--- src/rtl/flash_bank_prog.sv ---
module flash_bank_prog #(
  parameter int BANK_BYTES = 8192,
  parameter int NBANKS     = 2,
  parameter int GAP_CYC    = 100,
  parameter int POLL_LIMIT = 1000000,
  localparam int OW = $clog2(BANK_BYTES),
  localparam int BW = (NBANKS > 1) ? $clog2(NBANKS) : 1,
  localparam int AW = OW + BW
) (
  input  logic          clk,
  input  logic          rst_n,
  input  logic          start,
  input  logic          op_prog,
  input  logic [BW-1:0] bank,
  output logic [OW-1:0] src_addr,
  input  logic [7:0]    src_data,
  output logic [AW-1:0] fl_addr,
  output logic [7:0]    fl_wdata,
  output logic          fl_we,
  output logic          fl_re,
  input  logic [7:0]    fl_rdata,
  output logic          busy,
  output logic          done,
  output logic          timeout,
  output logic          verify_fail
);
  localparam int GW = (GAP_CYC > 1) ? $clog2(GAP_CYC + 1) : 1;
  localparam int PW = $clog2(POLL_LIMIT + 1);
  localparam logic [OW-1:0] OFF_A = OW'(12'h555);
  localparam logic [OW-1:0] OFF_B = OW'(12'h2AA);
  localparam logic [OW-1:0] LAST  = '1;

  typedef enum logic [2:0] {S_IDLE, S_WR, S_GAP, S_RD1, S_RD2, S_VER} st_t;
  st_t st;

  logic          op_q, fin_q, to_q, vf_q, done_q;
  logic [BW-1:0] bank_q;
  logic [OW-1:0] idx_q;
  logic [2:0]    step_q;
  logic [GW-1:0] gcnt;
  logic [PW-1:0] pcnt;
  logic [7:0]    rd_q;

  logic [OW-1:0] cmd_off;
  logic [7:0]    cmd_dat;
  logic          cmd_last;

  always_comb begin
    cmd_off  = '0;
    cmd_dat  = 8'h30;
    cmd_last = 1'b0;
    if (fin_q) begin
      cmd_dat  = 8'hF0;
      cmd_last = 1'b1;
    end else begin
      case (step_q)
        3'd0: begin cmd_off = OFF_A; cmd_dat = 8'hAA; end
        3'd1: begin cmd_off = OFF_B; cmd_dat = 8'h55; end
        3'd2: begin cmd_off = OFF_A; cmd_dat = op_q ? 8'hA0 : 8'h80; end
        3'd3: begin
          if (op_q) begin
            cmd_off = idx_q; cmd_dat = src_data; cmd_last = 1'b1;
          end else begin
            cmd_off = OFF_A; cmd_dat = 8'hAA;
          end
        end
        3'd4:    begin cmd_off = OFF_B; cmd_dat = 8'h55; end
        default: begin cmd_off = '0; cmd_dat = 8'h30; cmd_last = 1'b1; end
      endcase
    end
  end

  wire [7:0] ver_exp = op_q ? src_data : 8'hFF;

  assign fl_we       = (st == S_WR);
  assign fl_re       = (st == S_RD1) || (st == S_RD2) || (st == S_VER);
  assign fl_wdata    = cmd_dat;
  assign fl_addr     = {bank_q, (st == S_WR) ? cmd_off : ((st == S_VER) ? idx_q : '0)};
  assign src_addr    = idx_q;
  assign busy        = (st != S_IDLE);
  assign done        = done_q;
  assign timeout     = to_q;
  assign verify_fail = vf_q;

  always_ff @(posedge clk or negedge rst_n) begin
    if (!rst_n) begin
      st <= S_IDLE;
      op_q <= 1'b0; fin_q <= 1'b0; to_q <= 1'b0; vf_q <= 1'b0; done_q <= 1'b0;
      bank_q <= '0; idx_q <= '0; step_q <= '0; gcnt <= '0; pcnt <= '0; rd_q <= '0;
    end else begin
      done_q <= 1'b0;
      case (st)
        S_IDLE: if (start) begin
          op_q <= op_prog; bank_q <= bank;
          to_q <= 1'b0; vf_q <= 1'b0;
          idx_q <= '0; step_q <= '0; fin_q <= 1'b0;
          st <= S_WR;
        end
        S_WR: begin
          gcnt <= '0;
          st <= S_GAP;
        end
        S_GAP: begin
          if (gcnt == GW'(GAP_CYC - 1)) begin
            if (fin_q) begin
              idx_q <= '0;
              st <= S_VER;
            end else if (cmd_last) begin
              pcnt <= '0;
              st <= S_RD1;
            end else begin
              step_q <= step_q + 3'd1;
              st <= S_WR;
            end
          end else begin
            gcnt <= gcnt + GW'(1);
          end
        end
        S_RD1: begin
          rd_q <= fl_rdata;
          st <= S_RD2;
        end
        S_RD2: begin
          if (fl_rdata == rd_q) begin
            if (op_q && idx_q != LAST) begin
              idx_q <= idx_q + OW'(1);
              step_q <= '0;
            end else begin
              fin_q <= 1'b1;
            end
            st <= S_WR;
          end else if (pcnt == PW'(POLL_LIMIT - 1)) begin
            to_q <= 1'b1;
            fin_q <= 1'b1;
            st <= S_WR;
          end else begin
            pcnt <= pcnt + PW'(1);
            st <= S_RD1;
          end
        end
        S_VER: begin
          if (fl_rdata != ver_exp) vf_q <= 1'b1;
          if (idx_q == LAST) begin
            done_q <= 1'b1;
            st <= S_IDLE;
          end else begin
            idx_q <= idx_q + OW'(1);
          end
        end
        default: st <= S_IDLE;
      endcase
    end
  end

  assert_strobe_excl_R4: assert property (@(posedge clk) disable iff (!rst_n)
    !(fl_we && fl_re));
  assert_gap_after_write_R4: assert property (@(posedge clk) disable iff (!rst_n)
    fl_we |=> !fl_we && !fl_re);
  assert_poll_at_base_R5: assert property (@(posedge clk) disable iff (!rst_n)
    (st == S_RD1 || st == S_RD2) |-> (fl_addr[OW-1:0] == '0) && !fl_we);
  assert_poll_bound_R6: assert property (@(posedge clk) disable iff (!rst_n)
    pcnt < PW'(POLL_LIMIT));
  assert_done_pulse_R9: assert property (@(posedge clk) disable iff (!rst_n)
    done |=> !done);
  assert_done_idle_R9: assert property (@(posedge clk) disable iff (!rst_n)
    done |-> !busy);
  assert_busy_ignore_R10: assert property (@(posedge clk) disable iff (!rst_n)
    (busy && start) |=> $stable(op_q) && $stable(bank_q));
  assert_to_sticky_R10: assert property (@(posedge clk) disable iff (!rst_n)
    $fell(to_q) |-> $past(start && !busy));
  assert_vf_sticky_R10: assert property (@(posedge clk) disable iff (!rst_n)
    $fell(vf_q) |-> $past(start && !busy));
endmodule

--- config.mk ---
export PLATFORM = sky130hd
export DESIGN_NAME = flash_bank_prog
export DESIGN_NICKNAME = d
export VERILOG_FILES = /design/src/rtl/flash_bank_prog.sv
export SDC_FILE = /design/constraint.sdc
export NUM_CORES = 1
export LEC_CHECK = 0
export BUFFER_PORTS_ARGS = -buffer_cell sky130_fd_sc_hd__buf_2
export CORE_ASPECT_RATIO = 1.75
export CORE_MARGIN = 1
export CORE_UTILIZATION = 30
export CTS_BUF_LIST = sky130_fd_sc_hd__clkbuf_8
export DETAILED_ROUTE_END_ITERATION = 16
export PLACE_DENSITY = 0.5
export SLEW_MARGIN = 0
export SYNTH_ARGS = -nofsm -noshare
export SYNTH_HDL_FRONTEND = slang
export SYNTH_SLANG_ARGS = --single-unit
--- constraint.sdc ---
create_clock -name clk -period 3.69 [get_ports clk]
set_input_delay 0.1845 -clock clk [delete_from_list [all_inputs] [get_ports clk]]
set_output_delay 0.1845 -clock clk [all_outputs]
set_load 0.02 [all_outputs]
==> summary.md, run 1 <==
| Metric | Value |
|---|---|
| Status | finished clean |
| Clk_skew | 0.0142 ns |
| Post-synthesis sequential area ratio | 39.9% |
| Starting Density | 31.0% |
| Tmin final | 2.84 ns |
| Combinational power share | 4.2% |
| Total gr overflow | 0 |
| Dominant cell type by area after synthesis | dfrtp_1 |
| Row count | 53 |
| Net Count, Synth | 463 |
| Crit Path Max Fanout | 16 |
| Routed WL | 10500 µm |
| Slowest library cell on the worst path | or2_0 |
| Arr. time, crit path | 3.08 ns |
| Int Pwr | 1.08 mW |
| Min-Delay Path Class | in2reg |
| Synth Area per Inst | 8.69 µm² |
| CP bufs+invs | 0 |
| Initial DRT Pass Iterations | 4 |
| Synth-to-Final Area Change | 17.3% |
| Sw Pwr | 0.311 mW |
| Post-Place Cell Area | 4190 µm² |
| Final core occ | 36.4% |
| I/O Pins | 62 |
| DR WL/cell | 15.9 µm |
| # nets final | 517 |
| Total Routing Usage GR | 17.0% |
| Finished Layout Cells | 657 |
| Final ANT Viol Nets | 0 |
| CP Launch Type | flip-flop |
| Main synth FF type | dfrtp_1 |
| Pin count of the biggest net entering global routing | 40 |
| Number of DRC markers in iteration 0 | 180 |
| Overall Power | 1.39 mW |
| Sequential share of power | 47.8% |
| Leakage | 2.03 nW |
| Post-Route Setup TNS | 0 ns |
| Maximum vdd drop | 161 µV |
| #FFs+latches synth | 60 |
| DP HPWL | 7740 µm |
| Number of enable flip-flop cells after synthesis | 0 |
| Power Density | 314 nW/µm² |
| M1 GR Usage | 19.7% |
| Inserted Diodes | 0 |
| Hold Buf Count CTS | 1 |
| Slew headroom | 36.4% |
| Crit path required time | 3.94 ns |
| Met3 GRT Util | 3.29% |
| Post-CTS sizing | 0 |
| Worst setup path category | reg2reg |
| Synthesis Warnings | 0 |
| Area of the die | 13000 µm² |
| FF+latch area | 1500 µm² |
| Initial antenna violation count | 0 |
| Post-Syn Area | 3760 µm² |
| Layout cell share with drive strength beyond 1 | 19.9% |
| Worst Tran Pin Value | 0.947 ns |
| Clock Pin Slew Worst Setup and Hold Paths | 0.07 ns |
| Final Hold Fails | 0 |
| Htree depth | 3 |
| Worst skew pair latency | 0.35 ns |
| Post-route DRC | 0 |
| Placer's final routability congestion estimate | 0.809 |
| Root Driver | clkbuf_8 |
| CTS buffer count | 9 |
| First-pass GRT wire length | 17000 µm |
| Clock share of power | 48.1% |
| Vias/cell | 5.35 |
| Cells along the critical path | nand2b_1 > nor2_1 > a211oi_4 > nand4_2 > or2_0 > o41ai_2 |
| GRT busiest layer | met2 |
| Clock buffer depth | 2 |
| FMAX | 353 MHz |
| CTS tree | yes |
| Area of the multi-input gates | 2110 µm² |
| CORE AREA | 12100 µm² |
| DIE WIDTH | 86.7 µm |
| Final cell area excluding filler cells | 4420 µm² |
| Cell variety after synth | 57 |
| CTS sink cnt | 60 |
| Setup bufs post-CTS | 0 |
| Met2 usage | 30.6% |
| Synth top area cells | dfrtp_1 40%, o21ai_0 7.2%, nand2_1 4.3%, nor2_1 4.2%, ha_1 3.0% |
| Fraction of power spent switching nets | 22.4% |
| Final setup viols | 0 |
| Worst stage delay on the critical path | 0.53 ns |
| Fraction of registers with async set/reset | 100% |
| Area share of the largest cell type after synthesis | 39.9% |
| Critical Path End Type | flip-flop |
| RSZ-0062 raised after global routing | no |
| Max Slew Vio Count | 0 |
| Tcrit/Tclk final | 76.8% |
| IO Port Bufs | 61 |
| Max_cap viols | 0 |
| Fillers | 1274 |
| Vias after detailed routing | 3512 |
| Die Y | 150 µm |
| Crit-path leading delay family | simple AND/OR/NAND/NOR gates |
| Number of global-route vias before repair | 3290 |
| Mapped Cells | 433 |
| Placed Cells | 640 |
worst register-to-register path, cell delays in order (launching register included):
cell      delay (ns)
dfrtp_1         0.47
nand2b_1        0.47
nor2_1          0.24
a211oi_4        0.32
nand4_2         0.33
or2_0           0.53
o41ai_2         0.37
cells by family after synthesis:
logic type | after synthesis | share of synthesized area (%)
AND/OR/NAND/NOR | 175 | 23.9
AO/OA/AOI/OAI | 125 | 21.4
flip-flops | 60 | 39.9
buffers and inverters | 34 | 4.02
XOR/XNOR | 17 | 3.95
multiplexers | 13 | 3.86
adder cells (fa/ha/maj) | 9 | 2.99
cell usage after synthesis (10+ instances only):
cell and n:
and3_1 10, clkbuf_1 14, o31ai_1 10, inv_1 13, nand2_1 43, nand3_1 16
nor3_1 10, xnor2_1 10, nor2_1 42, dfrtp_1 60, o21ai_0 54, nand4_1 14
a21oi_1 18
layer usage:
layer / vias up / routed length (µm)
met5: - / 0
met4: 0 / 195
met3: 13 / 436
met2: 97 / 5550
met1: 1711 / 4280
li1: 1691 / -
flip-flops by register name, indices dropped and copies added, names as in the netlist:
signal       flops
src_addr        13
timeout          1
done             1
op_q             1
verify_fail      1
rd_q             8
fin_q            1
st               3
step_q           3
gcnt             7
bank_q           1
pcnt            20
stage by stage:
step | hold WS [ns] | worst slack (ns)
detailed placement | 0.203 | 0.863
CTS | 0.0560 | 0.855
global placement | 0.199 | 0.979
finish | 0.0724 | 0.854
global route | 0.0667 | 0.583
floorplan | -0.111 | 1.51
cells in the final DEF (no fill, tap or decap), types with 14 or more instances in the layout:
cell type	Yosys	layout
a21oi_1	18	18
buf_2	4	61
dfrtp_1	60	60
inv_1	13	14
nand2_1	43	43
nand3_1	16	16
nand4_1	14	14
nor2_1	42	42
o21ai_0	54	54
final timing paths:
path	from	endpoint	slack, ns	cells after the start
hold / removal	bank	bank_q	0.07	2
min in group asynchronous	rst_n	rd_q[1]	0.36	2
setup reg to reg	st[1]	src_addr[5]	0.85	6
setup / recovery	st[1]	src_addr[5]	0.85	6
max in group asynchronous	rst_n	pcnt[5]	2.39	3
hold reg to reg	pcnt[19]	pcnt[19]	0.48	1
cell type report:
class,count,share of cell area [%]
clock buffer,10,3.12
sequential,60,34.0
multi-input combinational,339,47.8
tap,165,4.68
inverter,13,1.11
clock inverter,6,1.79
timing repair buffer,64,7.48
power groups by stage:
stage	combinational (mW)	sequential, mW	clock, mW
floorplan	0.0206	0.675	0
global placement	0.0583	0.675	0
detailed placement	0.0588	0.675	0
CTS	0.0597	0.663	0.686
global route	0.0656	0.663	0.713
finish	0.0578	0.663	0.667
No activity file was read; power rests on OpenSTA's default activity.
==> run 2, diff against run 1 <==
Clock period 3.69 ns to 2.8 ns, I/O delays scaled along.
==> run 2 against run 1 <==
- sequential power increased by 32%
- wire length up 2.1%
- clock skew about the same
- die area unchanged
- setup slack worse by 0.66 ns
- critical endpoint is now fl_addr[0]
- final cell count rose by 2.0%
- sequential cell count did not move
- register-to-register slack worse by 0.43 ns
- via count fell by 0.26%
- highest routed layer unchanged
- core utilization rose by 0.59 points
- global-route usage up 1.0 points
- clock power increased by 9.9%
==> summary.md, run 2 (same netlist as run 1, synthesis figures left out) <==
| Metric | Value |
|---|---|
| Clock buffer depth | 2 |
| Htree depth | 3 |
| Top sig layer | met4 |
| Final ANT Viol Nets | 0 |
| Number of global-route vias before repair | 3488 |
| I/O Pins | 62 |
| Clk_skew | 0.0142 ns |
| Worst skew pair latency | 0.36 ns |
| Final setup viols | 0 |
| Status | finished clean |
| FF+latch area | 1500 µm² |
| Root Driver | clkbuf_8 |
| Number of DRC markers in iteration 0 | 152 |
| Final core occ | 37.0% |
| Slew headroom | 37.4% |
| Met2 Routed Length | 5620 µm |
| DIE WIDTH | 86.7 µm |
| Tmin final | 2.60 ns |
| Commonest non-fill, non-tap cell in the layout | buf_2 |
| RSZ-0062 raised after global routing | no |
| Worst Tran Pin Value | 0.932 ns |
| DR WL/cell | 15.9 µm |
| Crit path required time | 2.66 ns |
| CTS buffer count | 9 |
| Crit Path Max Fanout | 6 |
| IO Port Bufs | 61 |
| Total gr overflow | 0 |
| Crit-path leading delay family | simple AND/OR/NAND/NOR gates |
| Inserted Diodes | 0 |
| Pin count of the biggest net entering global routing | 32 |
| Die Y | 150 µm |
| Starting Density | 31.0% |
| Placer's final routability congestion estimate | 0.773 |
| CORE AREA | 12100 µm² |
| Clock Pin Slew Worst Setup and Hold Paths | 0.07 ns |
| Metal-1 WL | 4440 µm |
| Fillers | 1262 |
| Routed met3 length | 320 µm |
| Max reg flops | 20 |
| Min-Delay Path Class | in2reg |
| Overall Power | 1.68 mW |
| Initial DRT Pass Iterations | 4 |
| CTS sink cnt | 60 |
| Routed WL | 10700 µm |
| Post-route DRC | 0 |
| Total Routing Usage GR | 18.0% |
| Layout cell share with drive strength beyond 1 | 22.2% |
| Arr. time, crit path | 2.46 ns |
| CTS tree | yes |
| # nets final | 532 |
| DP HPWL | 8000 µm |
| Cells along the critical path | buf_4 > inv_1 > nand3_1 > nor3_1 > o21a_1 > buf_2 |
| Setup bufs post-CTS | 0 |
| Power Density | 375 nW/µm² |
| FMAX | 384 MHz |
| Initial antenna violation count | 0 |
| First-pass GRT wire length | 17800 µm |
| CP Launch Type | flip-flop |
| Leakage | 2.08 nW |
| Final cell area excluding filler cells | 4490 µm² |
| Synth-to-Final Area Change | 19.2% |
| CP bufs+invs | 3 |
| Vias/cell | 5.23 |
| Worst setup path category | reg2out |
| Final Hold Fails | 0 |
| Vias after detailed routing | 3503 |
| Maximum vdd drop | 192 µV |
| Post-CTS sizing | 0 |
| Post-Place Cell Area | 4300 µm² |
| Hold_ws | 0.0159 ns |
| Tcrit/Tclk final | 92.9% |
| Commonest cells after routing, fill and taps aside | 61 x buf_2, 60 x dfrtp_1, 54 x o21ai_0 |
| Max_cap viols | 0 |
| Row count | 53 |
| Area of the die | 13000 µm² |
| Slowest library cell on the worst path | nor3_1 |
| Critical Path End Type | output pin |
| Post-Route Setup TNS | 0 ns |
| Max Slew Vio Count | 0 |
| Largest register by flop count | pcnt |
| Worst stage delay on the critical path | 0.82 ns |
| Area of the multi-input gates | 2110 µm² |
==> run 2: cell types whose count changed in the layout (fill, tap and decap cells not counted) <==
cell and change:
clkbuf_8 +2, clkinv_2 -1, buf_4 +15, inv_1 -1, bufinv_16 -2
==> run 2: timing repair <==
action / in CTS / in global routing
setup endpoints to repair: 0 / 0
hold endpoints to repair: 29 / 0
hold buffers: 1 / 0
==> run 2: final timing paths <==
| check | from | end | slack (ns) | cells after the start |
|---|---|---|---|---|
| max in group asynchronous | rst_n | gcnt[1] | 1.68 | 3 |
| hold reg to reg | pcnt[18] | pcnt[18] | 0.49 | 1 |
| setup reg to reg | step_q[0] | step_q[2] | 0.42 | 6 |
| min in group asynchronous | rst_n | src_addr[5] | 0.40 | 2 |
| hold / removal | bank | bank_q | 0.02 | 2 |
| setup / recovery | st[1] | fl_addr[0] | 0.20 | 6 |
==> run 2: metrics by stage <==
stage	cells	setup slack [ns]
CTS	670	0.179
global route	670	0.0254
global placement	655	0.476
finish	670	0.197
detailed placement	655	0.464
floorplan	433	0.619
==> run 2: area by class of cell <==
class                      count  share of cell area [%]
tap                          165                    4.60
clock inverter                 2                   0.223
sequential                    60                    33.5
timing repair buffer          79                    9.87
inverter                      13                    1.09
multi-input combinational    339                    47.1
clock buffer                  12                    3.68
==> run 2: power by group <==
| group | total [mW] | leakage [nW] | switching, mW | internal (mW) |
|---|---|---|---|---|
| combinational | 0.0771 | 1.21 | 0.0456 | 0.0315 |
| clock | 0.733 | 0.0941 | 0.352 | 0.381 |
| sequential | 0.874 | 0.778 | 0.00283 | 0.871 |
==> run 2: metal layers <==
metal / track usage, % / vias up
met4: 8.92 / 0
met2: 31.6 / 83
met1: 20.8 / 1693
met3: 3.02 / 20
li1: - / 1707
met5: 0 / -
